==> src/rtl/pix24_pkg.sv <==
`timescale 1ns/1ps
package pix24_pkg;
    typedef enum logic [1:0] {
        PH_FIRST  = 2'd0,
        PH_SECOND = 2'd1,
        PH_THIRD  = 2'd2
    } phase_e;
endpackage

==> src/rtl/pix24_phase_fsm.sv <==
`timescale 1ns/1ps
module pix24_phase_fsm
    import pix24_pkg::*;
(
    input  logic   clk,
    input  logic   rst,
    input  logic   pack_en,
    input  logic   in_valid,
    output phase_e phase,
    output logic   adv
);
    phase_e phase_nxt;

    assign adv = pack_en && in_valid;

    always_comb begin
        phase_nxt = phase;
        if (!pack_en) begin
            phase_nxt = PH_FIRST;
        end else if (in_valid) begin
            unique case (phase)
                PH_FIRST:  phase_nxt = PH_SECOND;
                PH_SECOND: phase_nxt = PH_THIRD;
                PH_THIRD:  phase_nxt = PH_FIRST;
                default:   phase_nxt = PH_FIRST;
            endcase
        end
    end

    always_ff @(posedge clk) begin
        if (rst) phase <= PH_FIRST;
        else     phase <= phase_nxt;
    end


    wrap_chk: assert property (@(posedge clk) disable iff (rst)
        (adv && phase == PH_THIRD) |=> (phase == PH_FIRST));


    idle_hold_chk: assert property (@(posedge clk) disable iff (rst)
        (pack_en && !in_valid) |=> $stable(phase));


    disable_chk: assert property (@(posedge clk) disable iff (rst)
        (!pack_en) |=> (phase == PH_FIRST));
endmodule

==> src/rtl/pix24_carry_regs.sv <==
`timescale 1ns/1ps
module pix24_carry_regs
    import pix24_pkg::*;
#(
    parameter int CH_W = 8,
    localparam int WORD_W = 2 * CH_W
) (
    input  logic              clk,
    input  logic              rst,
    input  logic              adv,
    input  phase_e            phase,
    input  logic [WORD_W-1:0] in_word,
    output logic [CH_W-1:0]   p0_blue,
    output logic [CH_W-1:0]   p0_green,
    output logic [CH_W-1:0]   p1_blue
);
    always_ff @(posedge clk) begin
        if (rst) begin
            p0_blue  <= '0;
            p0_green <= '0;
            p1_blue  <= '0;
        end else if (adv) begin
            unique case (phase)
                PH_FIRST: begin
                    p0_blue  <= in_word[CH_W-1:0];
                    p0_green <= in_word[WORD_W-1:CH_W];
                end
                PH_SECOND: p1_blue <= in_word[WORD_W-1:CH_W];
                PH_THIRD:  ;
                default:   ;
            endcase
        end
    end


    carry_stable_chk: assert property (@(posedge clk) disable iff (rst)
        (!adv) |=> ($stable(p0_blue) && $stable(p0_green) && $stable(p1_blue)));
endmodule

==> src/rtl/pix24_out_stage.sv <==
`timescale 1ns/1ps
module pix24_out_stage
    import pix24_pkg::*;
#(
    parameter int CH_W = 8,
    localparam int WORD_W = 2 * CH_W,
    localparam int PIX_W  = 3 * CH_W
) (
    input  logic              clk,
    input  logic              rst,
    input  logic              adv,
    input  phase_e            phase,
    input  logic [WORD_W-1:0] in_word,
    input  logic [CH_W-1:0]   p0_blue,
    input  logic [CH_W-1:0]   p0_green,
    input  logic [CH_W-1:0]   p1_blue,
    output logic              pix_valid,
    output logic [PIX_W-1:0]  pix_rgb
);
    always_ff @(posedge clk) begin
        if (rst) begin
            pix_valid <= 1'b0;
            pix_rgb   <= '0;
        end else begin
            pix_valid <= 1'b0;
            if (adv) begin
                unique case (phase)
                    PH_FIRST: pix_valid <= 1'b0;
                    PH_SECOND: begin
                        pix_valid <= 1'b1;
                        pix_rgb   <= {in_word[CH_W-1:0], p0_green, p0_blue};
                    end
                    PH_THIRD: begin
                        pix_valid <= 1'b1;
                        pix_rgb   <= {in_word[WORD_W-1:CH_W], in_word[CH_W-1:0], p1_blue};
                    end
                    default: pix_valid <= 1'b0;
                endcase
            end
        end
    end


    no_first_out_chk: assert property (@(posedge clk) disable iff (rst)
        (adv && phase == PH_FIRST) |=> !pix_valid);


    one_pulse_chk: assert property (@(posedge clk) disable iff (rst)
        (!adv) |=> (!pix_valid && $stable(pix_rgb)));


    complete_chk: assert property (@(posedge clk) disable iff (rst)
        (adv && phase != PH_FIRST) |=> pix_valid);
endmodule

==> src/rtl/pix24_unpack.sv <==
`timescale 1ns/1ps
module pix24_unpack
    import pix24_pkg::*;
#(
    parameter int CH_W = 8,
    localparam int WORD_W = 2 * CH_W,
    localparam int PIX_W  = 3 * CH_W
) (
    input  logic              clk,
    input  logic              rst,
    input  logic              pack_en,
    input  logic              in_valid,
    input  logic [WORD_W-1:0] in_word,
    output logic              pix_valid,
    output logic [PIX_W-1:0]  pix_rgb
);
    phase_e          phase;
    logic            adv;
    logic [CH_W-1:0] p0_blue;
    logic [CH_W-1:0] p0_green;
    logic [CH_W-1:0] p1_blue;

    pix24_phase_fsm u_fsm (
        .clk      (clk),
        .rst      (rst),
        .pack_en  (pack_en),
        .in_valid (in_valid),
        .phase    (phase),
        .adv      (adv)
    );

    pix24_carry_regs #(.CH_W(CH_W)) u_carry (
        .clk      (clk),
        .rst      (rst),
        .adv      (adv),
        .phase    (phase),
        .in_word  (in_word),
        .p0_blue  (p0_blue),
        .p0_green (p0_green),
        .p1_blue  (p1_blue)
    );

    pix24_out_stage #(.CH_W(CH_W)) u_out (
        .clk       (clk),
        .rst       (rst),
        .adv       (adv),
        .phase     (phase),
        .in_word   (in_word),
        .p0_blue   (p0_blue),
        .p0_green  (p0_green),
        .p1_blue   (p1_blue),
        .pix_valid (pix_valid),
        .pix_rgb   (pix_rgb)
    );


    en_low_chk: assert property (@(posedge clk) disable iff (rst)
        (!pack_en) |=> !pix_valid);
endmodule

==> config.mk <==
export PLATFORM = sky130hd
export DESIGN_NAME = pix24_unpack
export DESIGN_NICKNAME = d
export VERILOG_FILES = /design/src/rtl/pix24_pkg.sv /design/src/rtl/pix24_phase_fsm.sv /design/src/rtl/pix24_carry_regs.sv /design/src/rtl/pix24_out_stage.sv /design/src/rtl/pix24_unpack.sv
export SDC_FILE = /design/constraint.sdc
export NUM_CORES = 1
export LEC_CHECK = 0
export ABC_AREA = 1
export BUFFER_PORTS_ARGS = -buffer_cell sky130_fd_sc_hd__buf_2
export CAP_MARGIN = 20
export CORE_MARGIN = 2
export CORE_UTILIZATION = 59
export DETAILED_ROUTE_END_ITERATION = 6
export MAX_ROUTING_LAYER = met4
export PLACE_DENSITY_LB_ADDON = 0.1
export SLEW_MARGIN = 25
export SYNTH_ARGS = -nofsm -noshare
export SYNTH_HDL_FRONTEND = slang
export SYNTH_SLANG_ARGS = --single-unit
export TNS_END_PERCENT = 20
==> constraint.sdc <==
create_clock -name clk -period 2.65 [get_ports clk]
set_input_delay 0.265 -clock clk [delete_from_list [all_inputs] [get_ports clk]]
set_output_delay 0.265 -clock clk [all_outputs]
set_load 0.02 [all_outputs]
* Word-level counts from Yosys, hierarchy flattened
Index checks and enable logic that the tools add are counted.
Widths: inputs -> output; s select.
** Storage, ports and cells
- Register bits :: 51
- Latch bits :: 0
- Bits in writable memories :: 0
- ROM bits :: 0
- Bits of input ports :: 20
- Logic and storage cells :: 22
- Memories kept :: 0
** Cells by class
- Add/subtract/negate cells :: 0
- $mul :: 0
- Divide/modulo/power cells :: 0
- $lt $le $gt $ge :: 0
- Eq/ne operators :: 2
- Shift operators :: 0
- Multiplexer cells :: 3
- Bitwise logic cells :: 2
- Reduce and logical (&&, ||, !) cells :: 9
** Operators by type and width (count)
- $pmux 24 s2 :: 1
- $reduce_and 2->1 :: 3
- $reduce_or 2->1 :: 3
- $pmux 2 s2 :: 1
- $eq 2x1->1 const B :: 1
- $eq 2x2->1 const B :: 1
- $logic_not 2->1 :: 1
- $not 1->1 :: 2
- $reduce_bool 2->1 :: 1
- $logic_and 1x1->1 :: 1
- $mux 1 :: 1

* Logic depth before layout (Yosys ltp)
- Word-level depth :: 3
- Mapped depth :: 9

* Hierarchy
A second synthesis with hierarchy kept.
** Second synthesis, totals
- Cell total of the unflattened synthesis :: 435
- Area, all modules :: 2723.9 um^2
** Modules (own cells, without submodules)
- pix24_out_stage :: times used 1, cells an instance 261, area an instance 1529.0 um^2, seq. area each 500.5 um^2
- pix24_carry_regs :: times used 1, cells an instance 158, area an instance 1089.8 um^2, seq. area each 480.5 um^2
- pix24_phase_fsm :: times used 1, cells an instance 16, area an instance 105.1 um^2, seq. area each 40.0 um^2

* Least setup slack after synthesis
OpenSTA, ideal clock, no wires.
- Path type :: flip-flop to flip-flop
- Start point :: register u_fsm.phase[0]
- End point :: register u_out.pix_rgb[14]
- Setup time :: 0.113 ns
- Arrival time :: 1.195 ns
- Data required time :: 2.537 ns
- Path slack :: 1.342 ns
- Cell stages (with the launch flop) :: 8
- Period minus slack after synthesis :: 1.308 ns
- Cells stage by stage :: dfxtp_1 > inv_1 > ha_1 > nand3_1 > buf_2 > buf_6 > nor2_1 > nor2_1
** On the way
- Longest elaborated chain between the ends :: 3
** Ends and longest elaborated chain
- start: declaration :: RTL line pix24_phase_fsm.sv:9 : output phase_e phase,
- start signal: assignment :: RTL line pix24_phase_fsm.sv:32 : else phase <= phase_nxt;
- $eq 2x1->1 or $eq 2x2->1 (tied branches) :: RTL line pix24_out_stage.sv:27 : unique case (phase)
- $reduce_bool 2->1 (no line)
- $reduce_and 2->1 (no line)
- end signal: assignment :: RTL line pix24_out_stage.sv:31 : pix_rgb <= {in_word[CH_W-1:0], p0_green, p0_blue};
- end signal: assignment :: RTL line pix24_out_stage.sv:35 : pix_rgb <= {in_word[WORD_W-1:CH_W], in_word[CH_W-1:0], p1_blue};
- end: declaration :: RTL line pix24_out_stage.sv:18 : output logic [PIX_W-1:0] pix_rgb
Several ways; a longest one is shown, not always the timed one.
A chain may end at the register's enable or synchronous reset.

* Worst setup path in the final report
- Start point :: register u_fsm.phase[0]
- End point :: register u_out.pix_rgb[0]
The elaborated chain is that of the path after synthesis.

==> metrics.cfg <==
[routing]
drt_wl_total_um = 4895
drc = 0
first_iter_violations = 127
num_vias = 2265
wl_per_cell_um = 10.01
dr.pass1.iters = 4
ant_nets = 0
routed_via_density = 4.632

[floorplan]
coreArea_um2 = 3943
dieArea_um2 = 4573
ios = 45
die_w_um = 67.63
start_util = 0.6058
die_h_um = 67.63
rows = 23

[cts]
clk_latency_ns = 0.30
clk_path_buf_depth = 2
cts_resized = 0
cts_hold_buf = 0
cts-root-buf = clkbuf_8
cts_buffers = 5
cts_tree = built
clk_pin_slew_ns = 0.09
post_cts_buffers = 0
clock_sinks = 51
htree_levels = 2

[timing]
hold_violations = 0
skew_ns = 0.001352
slew_headroom = 0.5126
rsz0062_at_grt = false
setup_violations = 0
min_period_over_period = 0.6213
fmax_ghz = 0.6073
finalWorstSetupSlack_ns = 1.003
tightest_slew_ns = 0.7303
finalSetupTns_ns = 0
period_needed_ns = 1.647
drv_slew = 0

[worst_setup_path]
end_kind = flop
start_kind = flop
critical_path_class = reg -> reg
critical_path_arrival_ns = 1.89
rrSetupSlack_ns = 1.00
worst-path-max-fanout = 24
critical_path_required_ns = 2.89

[run_status]
status = finished, final reports clean

[synth]
synth_ff_type = dfxtp_1
ys_types = 10
synth_top_area_share = 0.4274
synth-edff-count = 0
yosys_warnings = 0
ys_seq_area_frac = 0.4274
synth_common_cells = nand2_1, nor2_1, inv_1, dfxtp_1, buf_2
avgSynthCellArea_um2 = 5.956
synth_nets = 424
syn_inst = 401
syn_area_um2 = 2389
yosysMostFrequentCell = nand2_1
ys_async_sr_fraction = 0
yosysTopAreaCell = dfxtp_1
synth-seq-cells = 51
synth_area_leaders = dfxtp_1, nand2_1, nor2_1

[global_route]
first_global_vias = 1936
grt_overflow = 0
grt_usage = 0.2533
antenna_found_initial = 0
grt_first_pass_wirelength_um = 8452
grt_max_degree = 50

[placement]
dp_slack_ns = 1.049
io_buffers = 44
gp_congestion = 0.8079
post-dp-hpwl_um = 3297
dpl.cell_count = 481

[power]
switchingPower_w = 0.0003751
p_leak_nw = 1.649
switching_share = 0.2440
power_density_nw_per_um2 = 562.3
irDropWorstVdd_mv = 0.3687
seq_power_share = 0.529
power.internal_w = 0.001162
clockPowerShare = 0.362
pwr-share-comb = 0.109

[finish]
antenna_cells = 0
drive_above_1_share = 0.1298
stdcell_count = 489
nets = 461
syn2layout_area_growth_pct = 14.46

[hold_path]
worst_hold_path_type = in -> reg

[job]
maxCapViolations = 0

cell families (layout without fill, tap and decap cells):
group	Yosys count	in the layout	share of synthesized area
flip-flops	51	51	0.4274
AO/OA/AOI/OAI	2	2	0.004191
adder cells (fa/ha/maj)	3	3	0.01572
AND/OR/NAND/NOR	273	273	0.4306
buffers and inverters	72	110	0.1221
path summary, 6_finish.rpt:
path | from | cells after the start | end
max | u_fsm.phase[0] | 7 | u_out.pix_rgb[0]
min | rst | 2 | u_out.pix_valid
max reg2reg | u_fsm.phase[0] | 7 | u_out.pix_rgb[0]
min reg2reg | u_fsm.phase[1] | 2 | u_fsm.phase[1]
critical path, cell delays in order, from the launching register on:
cell and delay (ns):
dfxtp_1 0.37, inv_1 0.07, ha_1 0.20, inv_1 0.51, nand2_1 0.13, nand2_1 0.13
nor2_1 0.05, nor2_1 0.13
cell usage in the layout (no fill, tap or decap), drive strengths merged:
cell and n:
clkinv 1, ha 3, nand3 3, inv 53
clkbuf 6, a21oi 2, bufinv 1, nor2 97
buf 49, dfxtp 51, nand2 173
area by class of cell:
type                    count  area, µm²
clock buffers               6      82.58
clock inverters             2      35.03
fillers                   385       1209
inverters                  53      198.9
multi-input cells         278       1076
flip-flops and latches     51       1021
well taps                  50      62.56
repair buffers             49      257.7
routing by layer:
layer	up-vias	global-route usage	routed length (µm)
li1	1216	-	-
met1	986	0.3271	2398
met2	56	0.3848	2155
met3	7	0.06167	285
met4	0	0.09184	55
met5	-	-	0
through the flow:
stage / area (µm²) / total power [W] / hold slack (ns) / util
6_report: 2734 / 0.001537 / 0.1260 / 0.6934
5_1_grt: 2734 / 0.001615 / 0.1147 / 0.6934
4_1_cts: 2734 / 0.001552 / 0.1158 / 0.6934
3_5_place_dp: 2616 / 0.0009972 / 0.4504 / 0.6636
3_3_place_gp: 2616 / 0.0009933 / 0.4487 / 0.6636
2_1_floorplan: 2389 / 0.0009431 / 0.3374 / -
flip-flops by register name, summed over array words and instances (netlist names):
name,cells
u_fsm.phase,2
u_carry.p0_green,8
u_carry.p0_blue,8
u_out.pix_valid,1
u_out.pix_rgb,24
u_carry.p1_blue,8
power by group through the flow:
stage	clock network [W]	registers [W]	logic, W
global placement	0	0.000830	0.000163
finish	0.000557	0.000813	0.000167
detailed placement	0	0.000831	0.000166
floorplan	0	0.000840	0.000103
CTS	0.000571	0.000813	0.000168
global route	0.000603	0.000817	0.000195
Power figures use the tool's default switching activity.
